==> src/rtl/minmax_pkg.sv <==
package minmax_pkg;

    typedef enum logic {
        PH_MIN = 1'b0,
        PH_MAX = 1'b1
    } phase_e;

    localparam int LANES = 2;

    function automatic phase_e next_phase(input phase_e cur);
        return (cur == PH_MIN) ? PH_MAX : PH_MIN;
    endfunction

endpackage

==> src/rtl/diag_gen.sv <==
module diag_gen #(
    parameter int DATA_W = 8
) (
    input  logic              clk,
    input  logic              rst,
    output logic [DATA_W-1:0] pattern
);
    logic [DATA_W-1:0] cnt_q;

    always_ff @(posedge clk) begin
        if (rst) cnt_q <= '0;
        else     cnt_q <= cnt_q + 1'b1;
    end

    assign pattern = cnt_q;

    // counter steps by one each clock, wrapping
    a_r4_diag_step: assert property (@(posedge clk) disable iff (rst)
        !$past(rst) |-> cnt_q == DATA_W'($past(cnt_q) + 1'b1));

endmodule

==> src/rtl/phase_seq.sv <==
module phase_seq
    import minmax_pkg::*;
(
    input  logic   clk,
    input  logic   rst,
    input  logic   en,
    output phase_e phase
);
    phase_e phase_q;

    always_ff @(posedge clk) begin
        if (rst || !en) phase_q <= PH_MIN;
        else            phase_q <= next_phase(phase_q);
    end

    assign phase = phase_q;

    // disabled edge returns the toggle to the minimum slot
    a_r7_phase_restart: assert property (@(posedge clk) disable iff (rst)
        !en |=> phase_q == PH_MIN);

    // enabled toggle alternates each clock
    a_r2_phase_alt: assert property (@(posedge clk) disable iff (rst)
        (en && $past(en) && !$past(rst)) |-> phase_q != $past(phase_q));

endmodule

==> src/rtl/pair_capture.sv <==
module pair_capture
    import minmax_pkg::*;
#(
    parameter int DATA_W = 8,
    localparam int WORD_W = LANES * DATA_W
) (
    input  logic              clk,
    input  logic              rst,
    input  logic              en,
    input  phase_e            phase,
    input  logic [DATA_W-1:0] sample,
    input  logic              sel_diag,
    output logic [WORD_W-1:0] word,
    output logic              strobe,
    output logic              addr_inc
);
    logic [DATA_W-1:0] slot_q [LANES];
    logic [DATA_W-1:0] lane_q [LANES];
    logic              pend_q;
    logic              strobe_q;
    logic              inc_q;
    logic              diag_min_q;
    logic              diag_max_q;
    logic              diag_word_q;
    logic              do_write;

    assign do_write = en && pend_q;

    always_ff @(posedge clk) begin
        if (rst) begin
            pend_q      <= 1'b0;
            strobe_q    <= 1'b0;
            inc_q       <= 1'b0;
            diag_min_q  <= 1'b0;
            diag_max_q  <= 1'b0;
            diag_word_q <= 1'b0;
        end else begin
            pend_q   <= en && (phase == PH_MAX);
            strobe_q <= do_write;
            inc_q    <= do_write;
            if (en && phase == PH_MIN) diag_min_q <= sel_diag;
            if (en && phase == PH_MAX) diag_max_q <= sel_diag;
            if (do_write) diag_word_q <= diag_min_q && diag_max_q;
        end
    end

    for (genvar i = 0; i < LANES; i++) begin : g_lane
        always_ff @(posedge clk) begin
            if (rst) begin
                slot_q[i] <= '0;
                lane_q[i] <= '0;
            end else begin
                if (en && phase == phase_e'(i)) slot_q[i] <= sample;
                if (do_write) lane_q[i] <= slot_q[i];
            end
        end
        assign word[i*DATA_W +: DATA_W] = lane_q[i];
    end

    assign strobe   = strobe_q;
    assign addr_inc = inc_q;

    // test-mode word has upper byte = lower byte + 1
    a_r5_diag_pair: assert property (@(posedge clk) disable iff (rst)
        (strobe_q && diag_word_q) |->
        lane_q[1] == DATA_W'(lane_q[0] + 1'b1));

    // address advance coincides with the write
    a_r6_inc_match: assert property (@(posedge clk) disable iff (rst)
        addr_inc == strobe);

endmodule

==> src/rtl/minmax_packer.sv <==
module minmax_packer (
    input  logic        clk,
    input  logic        rst,
    input  logic        acq_en,
    input  logic        test_n,
    input  logic [7:0]  adc_data,
    output logic [15:0] word_out,
    output logic        wr_strobe,
    output logic        addr_inc
);
    import minmax_pkg::*;

    localparam int DATA_W = 8;

    logic [DATA_W-1:0] diag_val;
    logic [DATA_W-1:0] sample;
    phase_e            phase;

    diag_gen #(.DATA_W(DATA_W)) u_diag (
        .clk     (clk),
        .rst     (rst),
        .pattern (diag_val)
    );

    phase_seq u_phase (
        .clk   (clk),
        .rst   (rst),
        .en    (acq_en),
        .phase (phase)
    );

    assign sample = test_n ? adc_data : diag_val;

    pair_capture #(.DATA_W(DATA_W)) u_cap (
        .clk      (clk),
        .rst      (rst),
        .en       (acq_en),
        .phase    (phase),
        .sample   (sample),
        .sel_diag (!test_n),
        .word     (word_out),
        .strobe   (wr_strobe),
        .addr_inc (addr_inc)
    );

    // never two writes back to back
    a_r2_no_back_to_back: assert property (@(posedge clk) disable iff (rst)
        wr_strobe |=> !wr_strobe);

    // disabled edge yields no write next cycle
    a_r7_no_write_idle: assert property (@(posedge clk) disable iff (rst)
        !acq_en |=> !wr_strobe);

    // word holds between writes
    a_r8_word_hold: assert property (@(posedge clk) disable iff (rst)
        (!wr_strobe && !$past(rst)) |-> $stable(word_out));

endmodule

==> config.mk <==
export PLATFORM = sky130hd
export DESIGN_NAME = minmax_packer
export DESIGN_NICKNAME = d
export VERILOG_FILES = /design/src/rtl/minmax_pkg.sv /design/src/rtl/diag_gen.sv /design/src/rtl/phase_seq.sv /design/src/rtl/pair_capture.sv /design/src/rtl/minmax_packer.sv
export SDC_FILE = /design/constraint.sdc
export NUM_CORES = 1
export LEC_CHECK = 0
export BUFFER_PORTS_ARGS = -buffer_cell sky130_fd_sc_hd__clkbuf_2
export CAP_MARGIN = 20
export CORE_MARGIN = 4
export CORE_UTILIZATION = 53
export DETAILED_ROUTE_END_ITERATION = 8
export GPL_TIMING_DRIVEN = 0
export PLACE_DENSITY_LB_ADDON = 0.1
export SLEW_MARGIN = 20
export SYNTH_ARGS = -nofsm -noshare
export SYNTH_HDL_FRONTEND = slang
export SYNTH_SLANG_ARGS = --single-unit
==> constraint.sdc <==
create_clock -name clk -period 1.35 [get_ports clk]
set_input_delay 0.135 -clock clk [delete_from_list [all_inputs] [get_ports clk]]
set_output_delay 0.135 -clock clk [all_outputs]
set_load 0.01 [all_outputs]
==> results of run 1 <==
==> sequential cells by signal, indices dropped and copies added, names as in the netlist <==
register,flops
u_cap.lane_q,16
u_cap.pend_q,1
u_diag.pattern,8
u_phase.phase,1
u_cap.strobe,1
u_cap.slot_q,16
==> per-layer routing <==
layer  wire length [um]  vias up  track usage [%]
li1                   -      493                -
met1               1100      444             13.1
met2               1150       31             21.8
met3                156        6             6.65
met4                 48        0             6.47
met5                  0        -                0
==> synthesized netlist by cell type (all sizes together) <==
library cell / instances
ha: 1
nand4: 1
inv: 3
nor2: 21
xor2: 2
dfxtp: 11
o21ai: 3
nand3b: 1
xnor2: 1
nand2: 2
nor2b: 1
edfxtp: 32
clkbuf: 2
nand2b: 3
or2: 1
a21oi: 3
nand3: 4
buf: 3
a21o: 1
and2: 16
or3: 3
mux2i: 8
==> worst paths after layout <==
path / startpoint / end / slack (ps) / cells after the start
max: u_diag.pattern[1] / u_diag.pattern[6] / 120 / 4
min: adc_data[7] / u_cap.slot_q[0][7] / 130 / 3
max reg2reg: u_diag.pattern[1] / u_diag.pattern[6] / 120 / 4
min reg2reg: u_diag.pattern[0] / u_diag.pattern[0] / 480 / 1
==> cell families after synthesis <==
group,count (synthesis)
AND/OR/NAND/NOR,53
flip-flops,43
buffers and inverters,8
multiplexers,8
AO/OA/AOI/OAI,7
XOR/XNOR,3
adder cells (fa/ha/maj),1
==> worst max-delay path, delay by kind of cell (launching register included) <==
kind	cells	cell delay (ps)
AO/OA/AOI/OAI	1	130
adder cells (fa/ha/maj)	1	230
buffers and inverters	1	60
flip-flops	1	410
AND/OR/NAND/NOR	1	360
==> report_power, final <==
group	internal [mW]	total [mW]	switching (mW)
Combinational	0.0550	0.138	0.0832
Clock	0.576	0.979	0.403
Sequential	1.48	1.50	0.0242
==> cells in the final DEF (no fill, tap or decap), drive strengths merged <==
cell type     n
clkbuf       34
edfxtp       32
nor2         21
and2         16
dfxtp        11
mux2i         8
nand3         4
inv           3
o21ai         3
or3           3
a21oi         3
nand2b        3
buf           3
nand2         2
xor2          2
bufinv        2
a21o          1
or2           1
nand3b        1
nand4         1
xnor2         1
nor2b         1
ha            1
clkinvlp      1
dlygate4sd3   1
==> timing repair <==
action | CTS | global route
hold buffers | 1 | 0
setup endpoints to repair | 0 | 27
hold endpoints to repair | 1 | 0
resized for setup | 0 | 5
==> stage by stage <==
stage | power [mW] | setup TNS (ps) | utilization [%] | setup WS [ps]
6_report | 2.62 | 0 | 68.3 | 117
5_1_grt | 2.72 | 0 | 68.3 | 25.0
4_1_cts | 2.63 | 0 | 68.1 | 18.2
3_5_place_dp | 1.67 | -4710 | 64.1 | -281
3_3_place_gp | 1.66 | -3720 | 64.1 | -233
2_1_floorplan | 1.61 | 0 | - | 109
==> final cells by class <==
cell class	instances	area, um2
buffer	4	21.3
inverter	3	11.3
tap	42	52.6
clock buffer	5	37.5
multi-input combinational	72	440
clock inverter	3	67.6
sequential	43	1180
timing repair buffer	29	150
fill	237	912
==> flow_metrics.env, run 1 <==
export IMPL_status="completed"
export IMPL_whs_ps=134
export IMPL_grt_max_degree=17
export IMPL_slowest_stage="dfxtp_2"
export IMPL_hold_path_class="primary input to flip-flop"
export IMPL_n_antenna_cell=0
export IMPL_netlist_area_um2=1650
export IMPL_rows=19
export IMPL_skew_ps=6.72
export IMPL_min_period_ps=1230
export IMPL_start_util_pct=57.4
export IMPL_cts_sinks=43
export IMPL_crit_required_ps=1640
export IMPL_place_gp_congestion=0.784
export IMPL_synth_adder_area_share_pct=0.758
export IMPL_fin_area_um2=1960
export IMPL_antenna_found_initial=0
export IMPL_setup_violations=0
export IMPL_start_kind="flip-flop"
export IMPL_first_pass_iters=4
export IMPL_avgSynthCellArea_um2=13.4
export IMPL_grt_pass1_vias=876
export IMPL_synth_nets=136
export IMPL_hold_viol_final=0
export IMPL_drtAntennaViolNets=0
export IMPL_num_io_pins=30
export IMPL_netlist_top_cells_area="edfxtp_1, dfxtp_1, and2_1"
export IMPL_synth_largest_area_cell="edfxtp_1"
export IMPL_cts_htree_levels=2
export IMPL_routed_wl_um=2450
export IMPL_yosys_area_share_simple_pct=16.8
export IMPL_num_vias=974
export IMPL_synth_cell_types=23
export IMPL_irDropWorstVdd_mv=0.993
export IMPL_p_leak_nw=0.815
export IMPL_max_slew_worst_pin_slew_ps=415
export IMPL_maxCapViolations=0
export IMPL_nNetsFinal=171
export IMPL_synth_xor_area_share_pct=1.59
export IMPL_cp_cell_sequence="ha_2 -> inv_1 -> or3_1 -> a21oi_1"
export IMPL_cts_root_buf="clkbuf_4"
export IMPL_dieArea_um2=4070
export IMPL_max_stage_delay_ps=410
export IMPL_port_buffers=28
export IMPL_ys_seq_elements=43
export IMPL_gr_usage_all_layers_pct=12.9
export IMPL_place_area_um2=1840
export IMPL_dp_final_hpwl_um=1830
export IMPL_synth_top_area_share_pct=58.2
export IMPL_clock_path_buffers=2
export IMPL_clk_pin_slew_ps=120
export IMPL_coreArea_um2=2880
export IMPL_drt_iter0_drc=14
export IMPL_synth_top_family_by_area="simple AND/OR/NAND/NOR gates"
export IMPL_p_per_area_nw_per_um2=1330
export IMPL_cts_tree="built"
export IMPL_grt_pass1_wl_um=3870
export IMPL_viasPerCell=4.85
export IMPL_post_cts_buffers=0
export IMPL_dp_cells=193
export IMPL_fmaxAchievable_ghz=0.811
export IMPL_crit_type="flip-flop to flip-flop"
export IMPL_drc=0
export IMPL_yosys_warnings=0
export IMPL_syn_to_final_growth_pct=19.0
export IMPL_critPathArrivalTime_ps=1520
export IMPL_finalCritPeriodShare_pct=91.4
export IMPL_die_w_um=63.8
export IMPL_rsz0062_at_grt="no"
export IMPL_insertion_delay_ps=340
export IMPL_synth_mux_area_share_pct=4.85
export IMPL_report_final_slew_viol_count=0
export IMPL_netlist_instances=123
export IMPL_wl_per_cell_um=12.2
export IMPL_die_height_um=63.8
export IMPL_maxSlewHeadroom_pct=72.4
export IMPL_fin_cells=201
export IMPL_crit_path_end_kind="flip-flop"
export IMPL_worstPathMaxFanout=5
export IMPL_drive_above_1_share_pct=28.9
export IMPL_ys_seq_area_share_pct=71.6
export IMPL_gr_total_overflow=0
export IMPL_cts_made_buffers=5
export IMPL_synth_compound_area_share_pct=2.27
(Power assumes the default switching activity.)
==> run 2: changes to the inputs <==
Settings changed: CORE_UTILIZATION 53 to 54, SYNTH_HIERARCHICAL set to 1.
==> flow_metrics.env, run 2 <==
export IMPL_cts_resized=0
export IMPL_skew_ps=7.25
export IMPL_netlist_instances=122
export IMPL_clock_path_buffers=2
export IMPL_viasPerCell=4.77
export IMPL_cts_tree="built"
export IMPL_wl_per_cell_um=12.2
export IMPL_mostFrequentLayoutCell="edfxtp_1"
export IMPL_fmaxAchievable_ghz=0.805
export IMPL_drtAntennaViolNets=0
export IMPL_min_period_ps=1240
export IMPL_worstPathMaxFanout=5
export IMPL_antenna_found_initial=0
export IMPL_die_w_um=65.7
export IMPL_r2r_setup_slack_ps=110
export IMPL_crit_start="u_diag/pattern[0]"
export IMPL_clk_pin_slew_ps=110
export IMPL_num_vias=958
export IMPL_setup_tns_final_ps=0
export IMPL_crit_required_ps=1630
export IMPL_coreArea_um2=3130
export IMPL_worst_r2r_startpoint="u_diag/pattern[0]"
export IMPL_yosys_warnings=6
export IMPL_grt_max_degree=17
export IMPL_cts_sinks=43
export IMPL_start_kind="flip-flop"
export IMPL_crit_type="flip-flop to flip-flop"
export IMPL_avgSynthCellArea_um2=14.7
export IMPL_place_area_um2=1990
export IMPL_cts_root_buf="clkbuf_4"
export IMPL_first_pass_iters=4
export IMPL_syn_to_final_growth_pct=15.2
export IMPL_nNetsFinal=169
export IMPL_start_util_pct=57.5
export IMPL_gr_usage_all_layers_pct=13.1
export IMPL_dp_slack_ps=42.1
export IMPL_maxSlewHeadroom_pct=72.5
export IMPL_ff2ff_path_depth=4
export IMPL_insertion_delay_ps=340
export IMPL_status="completed"
export IMPL_grt_pass1_vias=969
export IMPL_max_slew_worst_pin_slew_ps=412
export IMPL_gr_total_overflow=0
export IMPL_grt_pass1_wl_um=4150
export IMPL_cts_htree_levels=2
export IMPL_cp_endpoint="u_diag/pattern[6]"
export IMPL_place_gp_congestion=0.697
export IMPL_drive_above_1_share_pct=45.2
export IMPL_crit_path_end_kind="flip-flop"
export IMPL_netlist_area_um2=1800
export IMPL_rows=20
export IMPL_port_buffers=28
export IMPL_p_leak_nw=0.888
export IMPL_hold_buffers=0
export IMPL_critPathArrivalTime_ps=1520
export IMPL_drc=0
export IMPL_n_antenna_cell=0
export IMPL_cts_made_buffers=5
export IMPL_p_per_area_nw_per_um2=1170
export IMPL_rsz0062_at_grt="no"
export IMPL_dp_final_hpwl_um=1890
export IMPL_finalWorstSetupSlack_ps=108
export IMPL_finalCritPeriodShare_pct=92.0
export IMPL_post_cts_buffers=0
export IMPL_die_height_um=65.7
export IMPL_drt_iter0_drc=25
export IMPL_num_io_pins=30
export IMPL_hold_viol_final=0
export IMPL_fin_area_um2=2070
export IMPL_maxCapViolations=0
export IMPL_report_final_slew_viol_count=0
export IMPL_synth_nets=135
export IMPL_hold_path_class="primary input to flip-flop"
export IMPL_rr_endpoint="u_diag/pattern[6]"
export IMPL_dieArea_um2=4320
export IMPL_mostFrequentLayoutCells="edfxtp_1, clkbuf_2, and2_1, and2_4, dfxtp_1"
export IMPL_setup_violations=0
export IMPL_routed_wl_um=2440
export IMPL_irDropWorstVdd_mv=0.572
[run 2: layer usage]
metal  track usage, %  part of all wire (%)
met1             13.5                    42
met2             23.5                    50
met3             3.76                   6.2
met4             6.99                   1.8
met5                0                     0
[run 2: worst min path at each step]
stage / end / depth (start not counted) / from / slack (ps)
floorplan: u_phase/phase / 1 / rst / 200
global placement: u_phase/phase / 2 / rst / 420
detailed placement: u_phase/phase / 2 / rst / 440
CTS: u_phase/phase / 2 / rst / 70
global route: u_phase/phase / 2 / rst / 80
finish: u_phase/phase / 2 / rst / 80
[run 2: area by class of cell]
cell class | instances | area, um2
flip-flops and latches | 43 | 1180
well taps | 44 | 55.1
repair buffers | 28 | 140
clock buffers | 7 | 45.0
inverters | 2 | 7.51
plain buffers | 5 | 45.0
fillers | 234 | 1060
clock inverters | 1 | 30.0
multi-input cells | 71 | 566
[run 2: worst max-delay path: stages, from the launching register on]
cell and delay, ps:
dfxtp_2 370, ha_1 210, nand3_2 110, or3_1 350
a21oi_1 130
[run 2: per-stage QoR]
| step | std cells | hold slack, ps | utilization (%) | total power [mW] |
|---|---|---|---|---|
| floorplan | 122 | 205 | - | 1.63 |
| global placement | 194 | 423 | 63.7 | 1.68 |
| detailed placement | 194 | 441 | 63.7 | 1.69 |
| CTS | 202 | 65.1 | 66.1 | 2.45 |
| global route | 201 | 77.5 | 66.2 | 2.54 |
| finish | 201 | 81.7 | 66.2 | 2.42 |
[run 2: power by group]
| group | leakage (nW) | total, mW | switching, mW | internal, mW |
|---|---|---|---|---|
| sequential | 0.427 | 1.50 | 0.0257 | 1.48 |
| combinational | 0.421 | 0.153 | 0.0767 | 0.0761 |
| clock | 0.0395 | 0.768 | 0.375 | 0.393 |
==> run 3: changes to the inputs <==
Settings changed: REMOVE_ABC_BUFFERS set to 1.
==> flow_metrics.env, run 3 (synthesized netlist as in run 2, its figures left out) <==
export IMPL_n_antenna_cell=0
export IMPL_status="completed"
export IMPL_power_internal_mw=1.74
export IMPL_hp_start="acq_en"
export IMPL_cts_tree="built"
export IMPL_grt_pass1_vias=958
export IMPL_dp_final_hpwl_um=1780
export IMPL_critPathArrivalTime_ps=1540
export IMPL_setup_violations=0
export IMPL_first_pass_iters=4
export IMPL_report_final_slew_viol_count=0
export IMPL_viasPerCell=4.81
export IMPL_grt_pass1_wl_um=4150
export IMPL_drt_iter0_drc=8
export IMPL_clockPowerShare_pct=25.5
export IMPL_die_height_um=65.7
export IMPL_grt_max_degree=18
export IMPL_fill_cells=247
export IMPL_fmaxAchievable_ghz=0.794
export IMPL_slowest_stage="dfxtp_4"
export IMPL_rr_endpoint="u_diag/pattern[6]"
export IMPL_fin_util_pct=64.2
export IMPL_skew_ps=5.50
export IMPL_routed_wl_um=2370
export IMPL_r2r_setup_slack_ps=90
export IMPL_post_cts_buffers=0
export IMPL_coreArea_um2=3130
export IMPL_place_gp_congestion=0.696
export IMPL_mostFrequentLayoutCells="edfxtp_1, clkbuf_2, and2_1, and2_4, dfxtp_1"
export IMPL_num_io_pins=30
export IMPL_max_slew_worst_pin_slew_ps=462
export IMPL_cts_htree_levels=2
export IMPL_cts_made_buffers=5
export IMPL_die_w_um=65.7
export IMPL_hold_path_class="primary input to flip-flop"
export IMPL_crit_required_ps=1630
export IMPL_max_stage_delay_ps=380
export IMPL_wl_per_cell_um=12.0
export IMPL_irDropWorstVdd_mv=0.408
export IMPL_pwr_share_comb_pct=6.8
export IMPL_maxSlewHeadroom_pct=69.2
export IMPL_regArea_um2=1190
export IMPL_power_net_switching_uw=472
export IMPL_crit_type="flip-flop to flip-flop"
export IMPL_p_leak_nw=0.857
export IMPL_p_per_area_nw_per_um2=1100
export IMPL_mostFrequentLayoutCell="edfxtp_1"
export IMPL_cts_resized=0
export IMPL_setup_tns_final_ps=0
export IMPL_syn_to_final_growth_pct=11.8
export IMPL_cts_root_buf="clkbuf_4"
export IMPL_switching_share_pct=21.3
export IMPL_start_util_pct=57.5
export IMPL_min_period_ps=1260
export IMPL_p_seq_share_pct=67.7
export IMPL_ff2ff_path_depth=4
export IMPL_insertion_delay_ps=340
export IMPL_dieArea_um2=4320
export IMPL_nNetsFinal=165
export IMPL_clk_pin_slew_ps=110
export IMPL_gr_usage_all_layers_pct=13.0
export IMPL_maxCapViolations=0
export IMPL_rows=20
export IMPL_cp_cell_sequence="ha_1 -> nand3_2 -> or3_1 -> a21oi_1"
export IMPL_antenna_found_initial=0
export IMPL_num_vias=948
export IMPL_port_buffers=29
export IMPL_hold_buffers=0
export IMPL_p_total_mw=2.22
export IMPL_gr_total_overflow=0
export IMPL_rsz0062_at_grt="no"
export IMPL_holdPathStages=2
export IMPL_worst_r2r_startpoint="u_diag/pattern[0]"
export IMPL_cts_sinks=43
export IMPL_hold_end="u_phase/phase"
export IMPL_crit_path_end_kind="flip-flop"
export IMPL_drc=0
export IMPL_worstPathMaxFanout=5
export IMPL_finalCritPeriodShare_pct=93.3
export IMPL_clock_path_buffers=2
export IMPL_start_kind="flip-flop"
export IMPL_drive_above_1_share_pct=44.4
export IMPL_multi_input_area_um2=566
export IMPL_drtAntennaViolNets=0
export IMPL_hold_viol_final=0
[run 3: cell count changes in the layout (fill, tap and decap cells not counted)]
cell / delta
buf_6: -3
clkbuf_1: -2
buf_4: -1
bufinv_16: -1
clkbuf_2: +1
clkinv_1: +1
clkinv_2: +1
dfxtp_2: -1
dfxtp_4: +1
[run 3: power by group through the flow]
stage	sequential (mW)	clock (mW)	combinational, mW
after floorplan	1.54	0	0.0776
final	1.50	0.564	0.151
after global routing	1.51	0.665	0.168
after CTS	1.50	0.599	0.154
after detailed placement	1.53	0	0.153
after global placement	1.53	0	0.150
[run 3: critical path: cells and delay by family, from the launching register on]
family,cells,cell delay (ps)
compound gates,1,140
fa+ha+maj,1,200
flops,1,380
simple gates,2,470
[run 3: cell type report]
cell class / instances / area share, %
Clock buffer: 6 / 2.05
Clock inverter: 2 / 0.436
Inverter: 2 / 0.374
Multi-Input combinational cell: 71 / 28.1
Sequential cell: 43 / 59.0
Tap cell: 44 / 2.74
Timing Repair Buffer: 29 / 7.22
[run 3: layer usage]
| metal | global-route usage, % | vias to the layer above | wire length [um] |
|---|---|---|---|
| met5 | 0 | - | 0 |
| met4 | 7.77 | 0 | 37 |
| met3 | 3.59 | 5 | 178 |
| met2 | 22.5 | 31 | 1160 |
| met1 | 14.0 | 422 | 990 |
| li1 | - | 490 | - |
[run 3: worst max-delay path by stage]
stage,start,endpoint,cells past startpoint
floorplan,u_diag/pattern[0],u_diag/pattern[6],4
global placement,rst,u_cap/lane_q[0][0],3
detailed placement,rst,u_cap/lane_q[0][0],3
CTS,u_diag/pattern[0],u_diag/pattern[6],4
global route,u_diag/pattern[0],u_diag/pattern[6],4
finish,u_diag/pattern[0],u_diag/pattern[6],4
[run 3: metrics by stage]
step	cell area (um2)	hold WS (ps)	setup WS (ps)	std cells
6_report	2010	122	91.0	197
5_1_grt	2010	96.0	18.4	197
4_1_cts	2000	104	1.35	197
3_5_place_dp	1950	461	21.4	189
3_3_place_gp	1950	460	45.6	189
2_1_floorplan	1750	202	158	116
